<file path="src/rtl/dbuf_dma_pkg.sv">
package dbuf_dma_pkg;
  typedef enum logic [1:0] {
    ST_IDLE  = 2'd0,
    ST_RUN   = 2'd1,
    ST_STALL = 2'd2
  } chan_state_e;

  localparam int REG_AW = 8;
  localparam int REG_DW = 32;

  localparam logic [REG_AW-1:0] OFS_CTRL  = 8'h00;
  localparam logic [REG_AW-1:0] OFS_STAT  = 8'h04;
  localparam logic [REG_AW-1:0] OFS_BASE0 = 8'h18;
  localparam logic [REG_AW-1:0] OFS_CNT0  = 8'h20;
  localparam logic [REG_AW-1:0] OFS_STEP  = 8'h04;
endpackage

</file>
<file path="src/rtl/dbuf_desc_bank.sv">
module dbuf_desc_bank
  import dbuf_dma_pkg::*;
#(
  parameter int ADDR_W = 32,
  parameter int CNT_W  = 16
) (
  input  logic                   clk,
  input  logic                   rst_n,
  input  logic                   wr_en,
  input  logic [REG_AW-1:0]      wr_addr,
  input  logic [REG_DW-1:0]      wr_data,
  input  logic                   consume,
  input  logic                   consume_idx,
  input  logic                   clear_all,
  output logic [1:0][ADDR_W-1:0] base_o,
  output logic [1:0][CNT_W-1:0]  cnt_o,
  output logic [1:0]             valid_o
);
  logic unused_wr_bits;
  assign unused_wr_bits = ^wr_data;

  logic [1:0] cnt_hit;

  for (genvar i = 0; i < 2; i++) begin : g_desc
    localparam logic [REG_AW-1:0] BASE_OFS = OFS_BASE0 + REG_AW'(i) * OFS_STEP;
    localparam logic [REG_AW-1:0] CNT_OFS  = OFS_CNT0 + REG_AW'(i) * OFS_STEP;

    assign cnt_hit[i] = wr_en && (wr_addr == CNT_OFS);

    always_ff @(posedge clk) begin
      if (!rst_n) begin
        base_o[i]  <= '0;
        cnt_o[i]   <= '0;
        valid_o[i] <= 1'b0;
      end else begin
        if (wr_en && (wr_addr == BASE_OFS)) base_o[i] <= wr_data[ADDR_W-1:0];
        if (cnt_hit[i]) begin
          cnt_o[i]   <= wr_data[CNT_W-1:0];
          valid_o[i] <= (wr_data[CNT_W-1:0] != '0);
        end else if (clear_all || (consume && (consume_idx == 1'(i)))) begin
          valid_o[i] <= 1'b0;
        end
      end
    end
  end

  // a disable with no count write leaves both descriptors empty
  a_r12_invalidate: assert property (@(posedge clk) disable iff (!rst_n)
    (clear_all && !(|cnt_hit)) |=> (valid_o == 2'b00));
endmodule

</file>
<file path="src/rtl/dbuf_ctrl_regs.sv">
module dbuf_ctrl_regs
  import dbuf_dma_pkg::*;
#(
  parameter int ADDR_W = 32,
  parameter int CNT_W  = 16
) (
  input  logic                   clk,
  input  logic                   rst_n,
  input  logic                   wr_en,
  input  logic [REG_AW-1:0]      wr_addr,
  input  logic [REG_DW-1:0]      wr_data,
  input  logic [REG_AW-1:0]      rd_addr,
  input  logic                   buf_start,
  input  chan_state_e            state_i,
  input  logic                   cur_buf_i,
  input  logic [1:0][ADDR_W-1:0] base_i,
  input  logic [1:0][CNT_W-1:0]  cnt_i,
  output logic                   enable_o,
  output logic                   m2m_o,
  output logic                   start_o,
  output logic                   irq_o,
  output logic [REG_DW-1:0]      rd_data
);
  logic unused_wr_bits;
  assign unused_wr_bits = ^wr_data[REG_DW-1:3];

  logic ctrl_wr, stat_clr;
  assign ctrl_wr  = wr_en && (wr_addr == OFS_CTRL);
  assign stat_clr = wr_en && (wr_addr == OFS_STAT) && wr_data[0];

  always_ff @(posedge clk) begin
    if (!rst_n) begin
      enable_o <= 1'b0;
      m2m_o    <= 1'b0;
      start_o  <= 1'b0;
      irq_o    <= 1'b0;
    end else begin
      if (ctrl_wr) begin
        enable_o <= wr_data[0];
        m2m_o    <= wr_data[2];
      end
      start_o <= ctrl_wr && wr_data[1];
      if (buf_start)     irq_o <= 1'b1;
      else if (stat_clr) irq_o <= 1'b0;
    end
  end

  always_comb begin
    rd_data = '0;
    unique case (rd_addr)
      OFS_CTRL:            rd_data = {29'd0, m2m_o, 1'b0, enable_o};
      OFS_STAT:            rd_data = {28'd0, state_i, cur_buf_i, irq_o};
      OFS_BASE0:           rd_data = 32'(base_i[0]);
      OFS_BASE0 + OFS_STEP: rd_data = 32'(base_i[1]);
      OFS_CNT0:            rd_data = 32'(cnt_i[0]);
      OFS_CNT0 + OFS_STEP: rd_data = 32'(cnt_i[1]);
      default:             rd_data = '0;
    endcase
  end

  // every buffer start leaves the flag raised
  a_r11_irq_set_wins: assert property (@(posedge clk) disable iff (!rst_n)
    buf_start |=> irq_o);
  // clear with no start drops the flag
  a_r11_w1c: assert property (@(posedge clk) disable iff (!rst_n)
    (stat_clr && !buf_start) |=> !irq_o);
endmodule

</file>
<file path="src/rtl/dbuf_seq.sv">
module dbuf_seq
  import dbuf_dma_pkg::*;
#(
  parameter int ADDR_W     = 32,
  parameter int CNT_W      = 16,
  parameter int XFER_BYTES = 4
) (
  input  logic                   clk,
  input  logic                   rst_n,
  input  logic                   enable_i,
  input  logic                   m2m_i,
  input  logic                   start_i,
  input  logic [1:0][ADDR_W-1:0] base_i,
  input  logic [1:0][CNT_W-1:0]  cnt_i,
  input  logic [1:0]             valid_i,
  input  logic                   req_ready,
  output logic                   req_valid,
  output logic [ADDR_W-1:0]      req_addr,
  output chan_state_e            state_o,
  output logic                   cur_buf_o,
  output logic                   consume_o,
  output logic                   consume_idx_o,
  output logic                   buf_start_o,
  output logic                   clear_all_o
);
  localparam logic [ADDR_W-1:0] ADDR_STEP = ADDR_W'(XFER_BYTES);
  localparam logic [CNT_W-1:0]  CNT_STEP  = CNT_W'(XFER_BYTES);

  function automatic logic [ADDR_W-1:0] step_addr(input logic [ADDR_W-1:0] a);
    return a + ADDR_STEP;
  endfunction
  function automatic logic is_last(input logic [CNT_W-1:0] c);
    return c <= CNT_STEP;
  endfunction
  function automatic logic [CNT_W-1:0] step_count(input logic [CNT_W-1:0] c);
    return c - CNT_STEP;
  endfunction

  chan_state_e       state_q;
  logic              cur_q;
  logic [ADDR_W-1:0] addr_q;
  logic [CNT_W-1:0]  rem_q;

  logic accept, last_beat, trigger, other, stop, load, load_idx, switch_go, resume_go;

  assign other     = ~cur_q;
  assign accept    = (state_q == ST_RUN) && req_ready;
  assign last_beat = is_last(rem_q);
  assign trigger   = (state_q == ST_IDLE) && enable_i && (!m2m_i || start_i);
  assign stop      = !enable_i && (accept || (state_q == ST_STALL));
  assign switch_go = accept && last_beat && enable_i && valid_i[other];
  assign resume_go = (state_q == ST_STALL) && enable_i && valid_i[cur_q];
  assign load      = (trigger && valid_i[cur_q]) || switch_go || resume_go;
  assign load_idx  = switch_go ? other : cur_q;

  assign buf_start_o   = switch_go || resume_go;
  assign consume_o     = load;
  assign consume_idx_o = load_idx;
  assign clear_all_o   = stop;
  assign req_valid     = (state_q == ST_RUN);
  assign req_addr      = addr_q;
  assign state_o       = state_q;
  assign cur_buf_o     = cur_q;

  always_ff @(posedge clk) begin
    if (!rst_n) begin
      state_q <= ST_IDLE;
      cur_q   <= 1'b0;
      addr_q  <= '0;
      rem_q   <= '0;
    end else if (stop) begin
      state_q <= ST_IDLE;
      cur_q   <= 1'b0;
    end else if (load) begin
      state_q <= ST_RUN;
      cur_q   <= load_idx;
      addr_q  <= base_i[load_idx];
      rem_q   <= cnt_i[load_idx];
    end else if (trigger) begin
      state_q <= ST_STALL;
    end else if (accept && last_beat) begin
      state_q <= ST_STALL;
      cur_q   <= other;
    end else if (accept) begin
      addr_q <= step_addr(addr_q);
      rem_q  <= step_count(rem_q);
    end
  end

  // a refused request stays put
  a_r5_hold: assert property (@(posedge clk) disable iff (!rst_n)
    (req_valid && !req_ready) |=> (req_valid && $stable(req_addr)));
  // mid-buffer accept moves one beat forward
  a_r5_step: assert property (@(posedge clk) disable iff (!rst_n)
    (accept && !last_beat && enable_i) |=> (req_addr == $past(req_addr) + ADDR_STEP));
  // a stalled channel is silent
  a_r8_stall_quiet: assert property (@(posedge clk) disable iff (!rst_n)
    (state_q == ST_STALL) |-> !req_valid);
  // hand-over flips the buffer index and keeps running
  a_r7_switch: assert property (@(posedge clk) disable iff (!rst_n)
    switch_go |=> (req_valid && (cur_buf_o != $past(cur_buf_o))));
  // disable at a boundary returns to idle on buffer 0
  a_r12_stop: assert property (@(posedge clk) disable iff (!rst_n)
    stop |=> ((state_q == ST_IDLE) && !cur_buf_o));
endmodule

</file>
<file path="src/rtl/dbuf_dma_seq.sv">
module dbuf_dma_seq
  import dbuf_dma_pkg::*;
#(
  parameter int ADDR_W     = 32,
  parameter int CNT_W      = 16,
  parameter int XFER_BYTES = 4
) (
  input  logic              clk,
  input  logic              rst_n,
  input  logic              wr_en,
  input  logic [7:0]        wr_addr,
  input  logic [31:0]       wr_data,
  input  logic [7:0]        rd_addr,
  output logic [31:0]       rd_data,
  output logic              req_valid,
  input  logic              req_ready,
  output logic [ADDR_W-1:0] req_addr,
  output logic              irq_nfb,
  output logic              cur_buf,
  output logic [1:0]        chan_state
);
  logic [1:0][ADDR_W-1:0] base_w;
  logic [1:0][CNT_W-1:0]  cnt_w;
  logic [1:0]             valid_w;
  logic enable_w, m2m_w, start_w;
  logic consume_w, consume_idx_w, buf_start_w, clear_all_w;
  chan_state_e state_w;

  dbuf_desc_bank #(.ADDR_W(ADDR_W), .CNT_W(CNT_W)) u_bank (
    .clk(clk), .rst_n(rst_n),
    .wr_en(wr_en), .wr_addr(wr_addr), .wr_data(wr_data),
    .consume(consume_w), .consume_idx(consume_idx_w), .clear_all(clear_all_w),
    .base_o(base_w), .cnt_o(cnt_w), .valid_o(valid_w)
  );

  dbuf_ctrl_regs #(.ADDR_W(ADDR_W), .CNT_W(CNT_W)) u_regs (
    .clk(clk), .rst_n(rst_n),
    .wr_en(wr_en), .wr_addr(wr_addr), .wr_data(wr_data),
    .rd_addr(rd_addr), .buf_start(buf_start_w),
    .state_i(state_w), .cur_buf_i(cur_buf),
    .base_i(base_w), .cnt_i(cnt_w),
    .enable_o(enable_w), .m2m_o(m2m_w), .start_o(start_w),
    .irq_o(irq_nfb), .rd_data(rd_data)
  );

  dbuf_seq #(.ADDR_W(ADDR_W), .CNT_W(CNT_W), .XFER_BYTES(XFER_BYTES)) u_seq (
    .clk(clk), .rst_n(rst_n),
    .enable_i(enable_w), .m2m_i(m2m_w), .start_i(start_w),
    .base_i(base_w), .cnt_i(cnt_w), .valid_i(valid_w),
    .req_ready(req_ready), .req_valid(req_valid), .req_addr(req_addr),
    .state_o(state_w), .cur_buf_o(cur_buf),
    .consume_o(consume_w), .consume_idx_o(consume_idx_w),
    .buf_start_o(buf_start_w), .clear_all_o(clear_all_w)
  );

  assign chan_state = state_w;
endmodule

</file>
<file path="config.mk">
export PLATFORM = sky130hd
export DESIGN_NAME = dbuf_dma_seq
export DESIGN_NICKNAME = d
export VERILOG_FILES = /design/src/rtl/dbuf_dma_pkg.sv /design/src/rtl/dbuf_desc_bank.sv /design/src/rtl/dbuf_ctrl_regs.sv /design/src/rtl/dbuf_seq.sv /design/src/rtl/dbuf_dma_seq.sv
export SDC_FILE = /design/constraint.sdc
export NUM_CORES = 1
export LEC_CHECK = 0
export BUFFER_PORTS_ARGS = -buffer_cell sky130_fd_sc_hd__buf_2
export CAP_MARGIN = 15
export CORE_UTILIZATION = 57
export DETAILED_ROUTE_END_ITERATION = 12
export PLACE_DENSITY = 0.8
export SETUP_SLACK_MARGIN = 0.3
export SYNTH_ARGS = -nofsm -noshare
export SYNTH_HDL_FRONTEND = slang
export SYNTH_SLANG_ARGS = --single-unit
export TNS_END_PERCENT = 100
</file>
<file path="constraint.sdc">
create_clock -name clk -period 3 [get_ports clk]
set_input_delay 0.15 -clock clk [delete_from_list [all_inputs] [get_ports clk]]
set_output_delay 0.15 -clock clk [all_outputs]
set_load 0.02 [all_outputs]
</file>
======== Yosys cells after proc, flatten, opt, wreduce, memory -nomap -nowiden ========
Index checks and enable logic that the tools add are counted.
storage, ports and cells
  word-level logic and storage cells ...... 113
  bits in registers ....................... 153
  bits of input ports ..................... 52
  output and inout bits ................... 69
operators by class
  mux-type cells .......................... 30
  reductions and logical operators ........ 44
  equality and inequality tests ........... 14
  $add $sub $neg .......................... 2
  magnitude comparators ................... 4
  bitwise gates (word level) .............. 4
operator list
  kind                     count
  $mux W32                 6
  $pmux W32 S6             1
  $mux W16                 6
  $add A32 B3 Y32 const B  1
  $eq A8 B5 Y1 const B     4
  $eq A8 B6 Y1 const B     4
  $logic_and A1 B1 Y1      20
  $eq A8 B3 Y1 const B     2
  $le A16 B3 Y1 const B    1
  $logic_not A8 Y1         2
  $reduce_bool A16 Y1      1
  $sub A16 B3 Y16 const B  1
  $mux W1                  15
  $reduce_bool A2 Y1       6
  $logic_or A1 B1 Y1       7
  $lt A1 B2 Y1 const B     3
  $mux W2                  2
  $ne A2 B2 Y1 const B     2
  $not A1 Y1               4
  $reduce_and A4 Y1        1
  $reduce_bool A3 Y1       1
  $reduce_or A3 Y1         1
  $eq A2 B1 Y1 const B     1
  $eq A2 B2 Y1 const B     1
  other kinds (4)          5

======== Depth between registers and ports, before layout ========
  word-level depth ........................ 11
  gate-level depth with buffers ........... 10
  depth with buffers taken out ............ 8

======== Cells and area by module ========
Synthesis repeated with hierarchy kept, for this count alone.
second synthesis, totals
  cells, all modules ...................... 984
  area total of the unflattened synthesis .. 8236.6 µm²
modules (own cells, without submodules)
  module          cells an instance  area each (µm²)  sequential area each (µm²)  times used
  dbuf_desc_bank  434                3623.5           1961.9                      1
  dbuf_seq        428                3601.0           1021.0                      1
  dbuf_ctrl_regs  122                1012.2           80.1                        1

======== Least setup slack after synthesis ========
Ideal clock, no wire load.
  kind .................................... reg2reg
  start ................................... reg u_seq.rem_q[3]
  end ..................................... reg u_seq.addr_q[11] (netlist: u_seq.req_addr[11])
  clock period less this slack ............ 2.320 ns
  setup slack ............................. 0.680 ns
  stages on the path, launching flop included .. 10
  required time ........................... 2.930 ns
  path buffers ............................ 2
  data arrival time ....................... 2.250 ns
  cells stage by stage .................... dfxtp_1 > inv_1 > ha_1 > nor3b_1 > nor2_1 > o41a_1 > clkbuf_1 > clkbuf_1 > o221ai_1 > o2bb2ai_1
on the way
  cells in the longest elaborated chain, start to end .. 8
ends and longest elaborated chain
  what                                                                  RTL line                        text
  start, declared                                                       dbuf_seq.sv:42                  logic [CNT_W-1:0] rem_q;
  start signal, assigned                                                dbuf_seq.sv:78                  rem_q <= cnt_i[load_idx];
  start signal, assigned                                                dbuf_seq.sv:86                  rem_q <= step_count(rem_q);
  $le A16 B3 Y1 (*)                                                     dbuf_seq.sv:33                  return c <= CNT_STEP;
  $logic_and A1 B1 Y1 (*)                                               dbuf_seq.sv:51, dbuf_seq.sv:81
  $logic_and A1 B1 Y1 (2 in series)                                     dbuf_seq.sv:51                  assign switch_go = accept && last_beat && enable_i && valid_i[other];
  $mux W1 or $logic_or A1 B1 Y1 (tied branches)                         dbuf_seq.sv:54, dbuf_seq.sv:53
  $mux W32 (implied by the code) or $logic_or A1 B1 Y1 (tied branches)  dbuf_seq.sv:77, dbuf_seq.sv:53
  $mux W32 (implied by the code) (tied with other cells)                dbuf_seq.sv:77                  addr_q <= base_i[load_idx];
  $mux W32 or $reduce_and A4 Y1 (tied branches)                         n/a
  end signal, assigned                                                  dbuf_seq.sv:77
  end signal, assigned                                                  dbuf_seq.sv:85                  addr_q <= step_addr(addr_q);
  end, declared                                                         dbuf_seq.sv:41                  logic [ADDR_W-1:0] addr_q;
Every way passes the cells marked *; elsewhere a longest branch is shown, timed or not. The select of a mux whose other input is x is not followed.
A chain may end at the register's enable or synchronous reset.

======== Worst setup path in the final report ========
  start ................................... reg u_seq.rem_q[15]
  end ..................................... reg u_seq.addr_q[6] (netlist: u_seq.req_addr[6])
The elaborated chain is that of the path after synthesis.

==> impl_metrics.ini <==
[run]
cap_violations = 0

[final_layout]
final_net_count = 1178
layout.cells.non_filler = 1312
antenna_cells = 0
drive_gt1_share_pct = 19.7
area_growth_pct = 23.5

[drt]
route.antenna.remaining_nets = 0
wl_um = 26400
num_vias = 8363
first_iter_violations = 1136
drc = 0
wl_per_cell_um = 20.1
dr.pass1.iters = 6
vias_per_cell = 6.37

[timing]
drv_slew = 0
hold_viol_final = 0
slew_headroom_pct = 31.3
worstMarginPinSlew_ns = 1.03
tns_ns = 0
report.final.setup_viol = 0
fin_crit_sh_pct = 89.2
timing.final.crit_period_ns = 2.67
timing.final.ws_setup_ns = 0.325
skew_ns = 0.00620
fmax_ghz = 0.374
rsz0062_at_grt = true

[power]
pwr_density_cell_nw_per_um2 = 449
ir_drop_mv = 0.349
totalPowerFinal_uw = 4310
p_leak_uw = 0.00382

[die]
row_count = 42
ios = 121
coreArea_um2 = 13300
fp.dieArea_um2 = 14100
die_x_um = 119
start_util_pct = 58.5
die_y_um = 119

[grt]
grt_util_all_layers_pct = 37.9
overflow = 0
grt_start_max_net_pins = 96
grt_pass1_vias = 7789
grt_first_pass_wirelength_um = 41400
antenna_found_initial = 0

[clock_tree]
cts_sinks = 153
clk_pin_slew_ns = 0.06
cts_tree = done
clk_latency_ns = 0.44
cts_max_path_buffers = 2
h-tree-depth = 4
cts_root_buffer = clkbuf_16
numCtsBuffers = 17

[logic_synthesis]
syn_avg_cell_area_um2 = 7.97
synthFlopType = dfxtp_1
synth-seq-cells = 153
synth_nets = 1031
yosysUniqueCellTypes = 74
synth_edf_count = 0
synthCells = 976
synth_warnings = 0
ys_top_cells_by_count = 204 x nand2_1, 153 x dfxtp_1, 112 x a21oi_1, 65 x nor2_1, 54 x clkbuf_1
synth.area.top_cells = dfxtp_1 39%, nand2_1 9.8%, a21oi_1 7.2%
yosysMostFrequentCell = nand2_1
synth_largest_area_cell = dfxtp_1
async_flop_share_pct = 0
synth_area_um2 = 7780
ys_seq_area_share_pct = 39.4
yosysTopAreaCellShare_pct = 39.4

[min_path]
hold_class = input pin to register

[placement]
placed_cells = 1246
port_buffers = 120
post-place-ws_ns = 0.172
gp_congestion = 0.926
dp_hpwl_um = 17400

[setup_path]
cp-start-kind = register
worstPathRequired_ns = 3.33
endpoint_kind = register
cp_max_fo = 28
critical_path_class = register to register
worstPathArrival_ns = 3.01

[run_status]
status = finished, final reports clean
## final timing paths
| kind | endpoint | slack [ns] | from | cells after the start |
|---|---|---|---|---|
| setup / recovery | u_seq.req_addr[6] | 0.33 | u_seq.rem_q[15] | 7 |
| hold / removal | u_bank.cnt_o[14] | 0.009 | wr_data[14] | 3 |
| setup reg to reg | u_seq.req_addr[6] | 0.33 | u_seq.rem_q[15] | 7 |
| hold reg to reg | u_bank.base_o[11] | 0.47 | u_bank.base_o[11] | 2 |
## area by class of cell
cell class,count,area [um^2]
timing repair buffer,194,1270
clock inverter,15,146
multi-input combinational,748,4440
sequential,153,3060
tap,176,220
clock buffer,17,425
inverter,9,33.8
fill,1046,3690
## routing by layer
layer	global-route usage, %	wire, um	up-vias
met5	0	0	-
met4	15.7	633	0
met3	6.32	2850	65
met2	62.0	12300	546
met1	49.6	10600	3894
li1	-	-	3858
## metrics by stage
| step | instance area, um^2 | hold slack [ns] | util, % |
|---|---|---|---|
| 2_1_floorplan | 7780 | 0.264 | - |
| 3_3_place_gp | 8660 | 0.405 | 65.2 |
| 3_5_place_dp | 8660 | 0.410 | 65.2 |
| 4_1_cts | 9530 | 0.000441 | 71.7 |
| 5_1_grt | 9600 | 0.0214 | 72.2 |
| 6_report | 9600 | 0.00929 | 72.2 |
## registers in the layout (all words and copies together), names as in the netlist
name             cells
u_regs.m2m_o         1
u_regs.start_o       1
u_seq.cur_buf_o      1
u_bank.cnt_o        32
u_seq.rem_q         16
u_regs.irq_o         1
u_regs.enable_o      1
u_bank.valid_o       2
u_seq.state_o        2
u_bank.base_o       64
u_seq.req_addr      32
## logic make-up (layout without fill, tap and decap cells)
logic type | count (synthesis) | count (layout) | synth area share [%]
AND/OR/NAND/NOR | 377 | 377 | 22.3
AO/OA/AOI/OAI | 297 | 297 | 25.0
flip-flops | 153 | 153 | 39.4
buffers and inverters | 75 | 235 | 3.94
multiplexers | 56 | 56 | 7.26
XOR/XNOR | 15 | 15 | 1.69
adder cells (fa/ha/maj) | 3 | 3 | 0.483
## placed cells by master, fill, tap and decap left out, types with 8 or more instances in the layout
cell type,instances
a21oi_1,112
a22oi_1,21
buf_2,120
buf_4,43
clkbuf_16,17
dfxtp_1,153
dlygate4sd3_1,27
inv_1,8
mux2i_1,53
nand2_1,204
nand3_1,19
nand4_1,11
nor2_1,64
nor3_1,14
nor4_1,10
o21ai_0,53
o221ai_1,12
o22ai_1,18
o2bb2ai_1,10
xor2_1,10
## critical path, cell delays in order, from the launching register on
cell     delay, ns
dfxtp_1       0.34
nor4_2        0.53
nand3_4       0.24
o41a_1        0.57
buf_12        0.21
o22ai_1       0.45
nor2_1        0.09
o21a_1        0.12
## power breakdown
part / internal (uW) / total [uW] / switching, uW
registers: 2030 / 2030 / 1.70
clock network: 1150 / 2090 / 931
logic: 75.4 / 192 / 116
## repair_timing
action	CTS	global route
setup buffers	3	4
pin swaps	1	2
hold buffers	27	0
endpoints found under the setup margin	30	31
hold endpoints to repair	53	0
resized for setup	1	3
gates cloned	0	0
(Power assumes the default switching activity.)
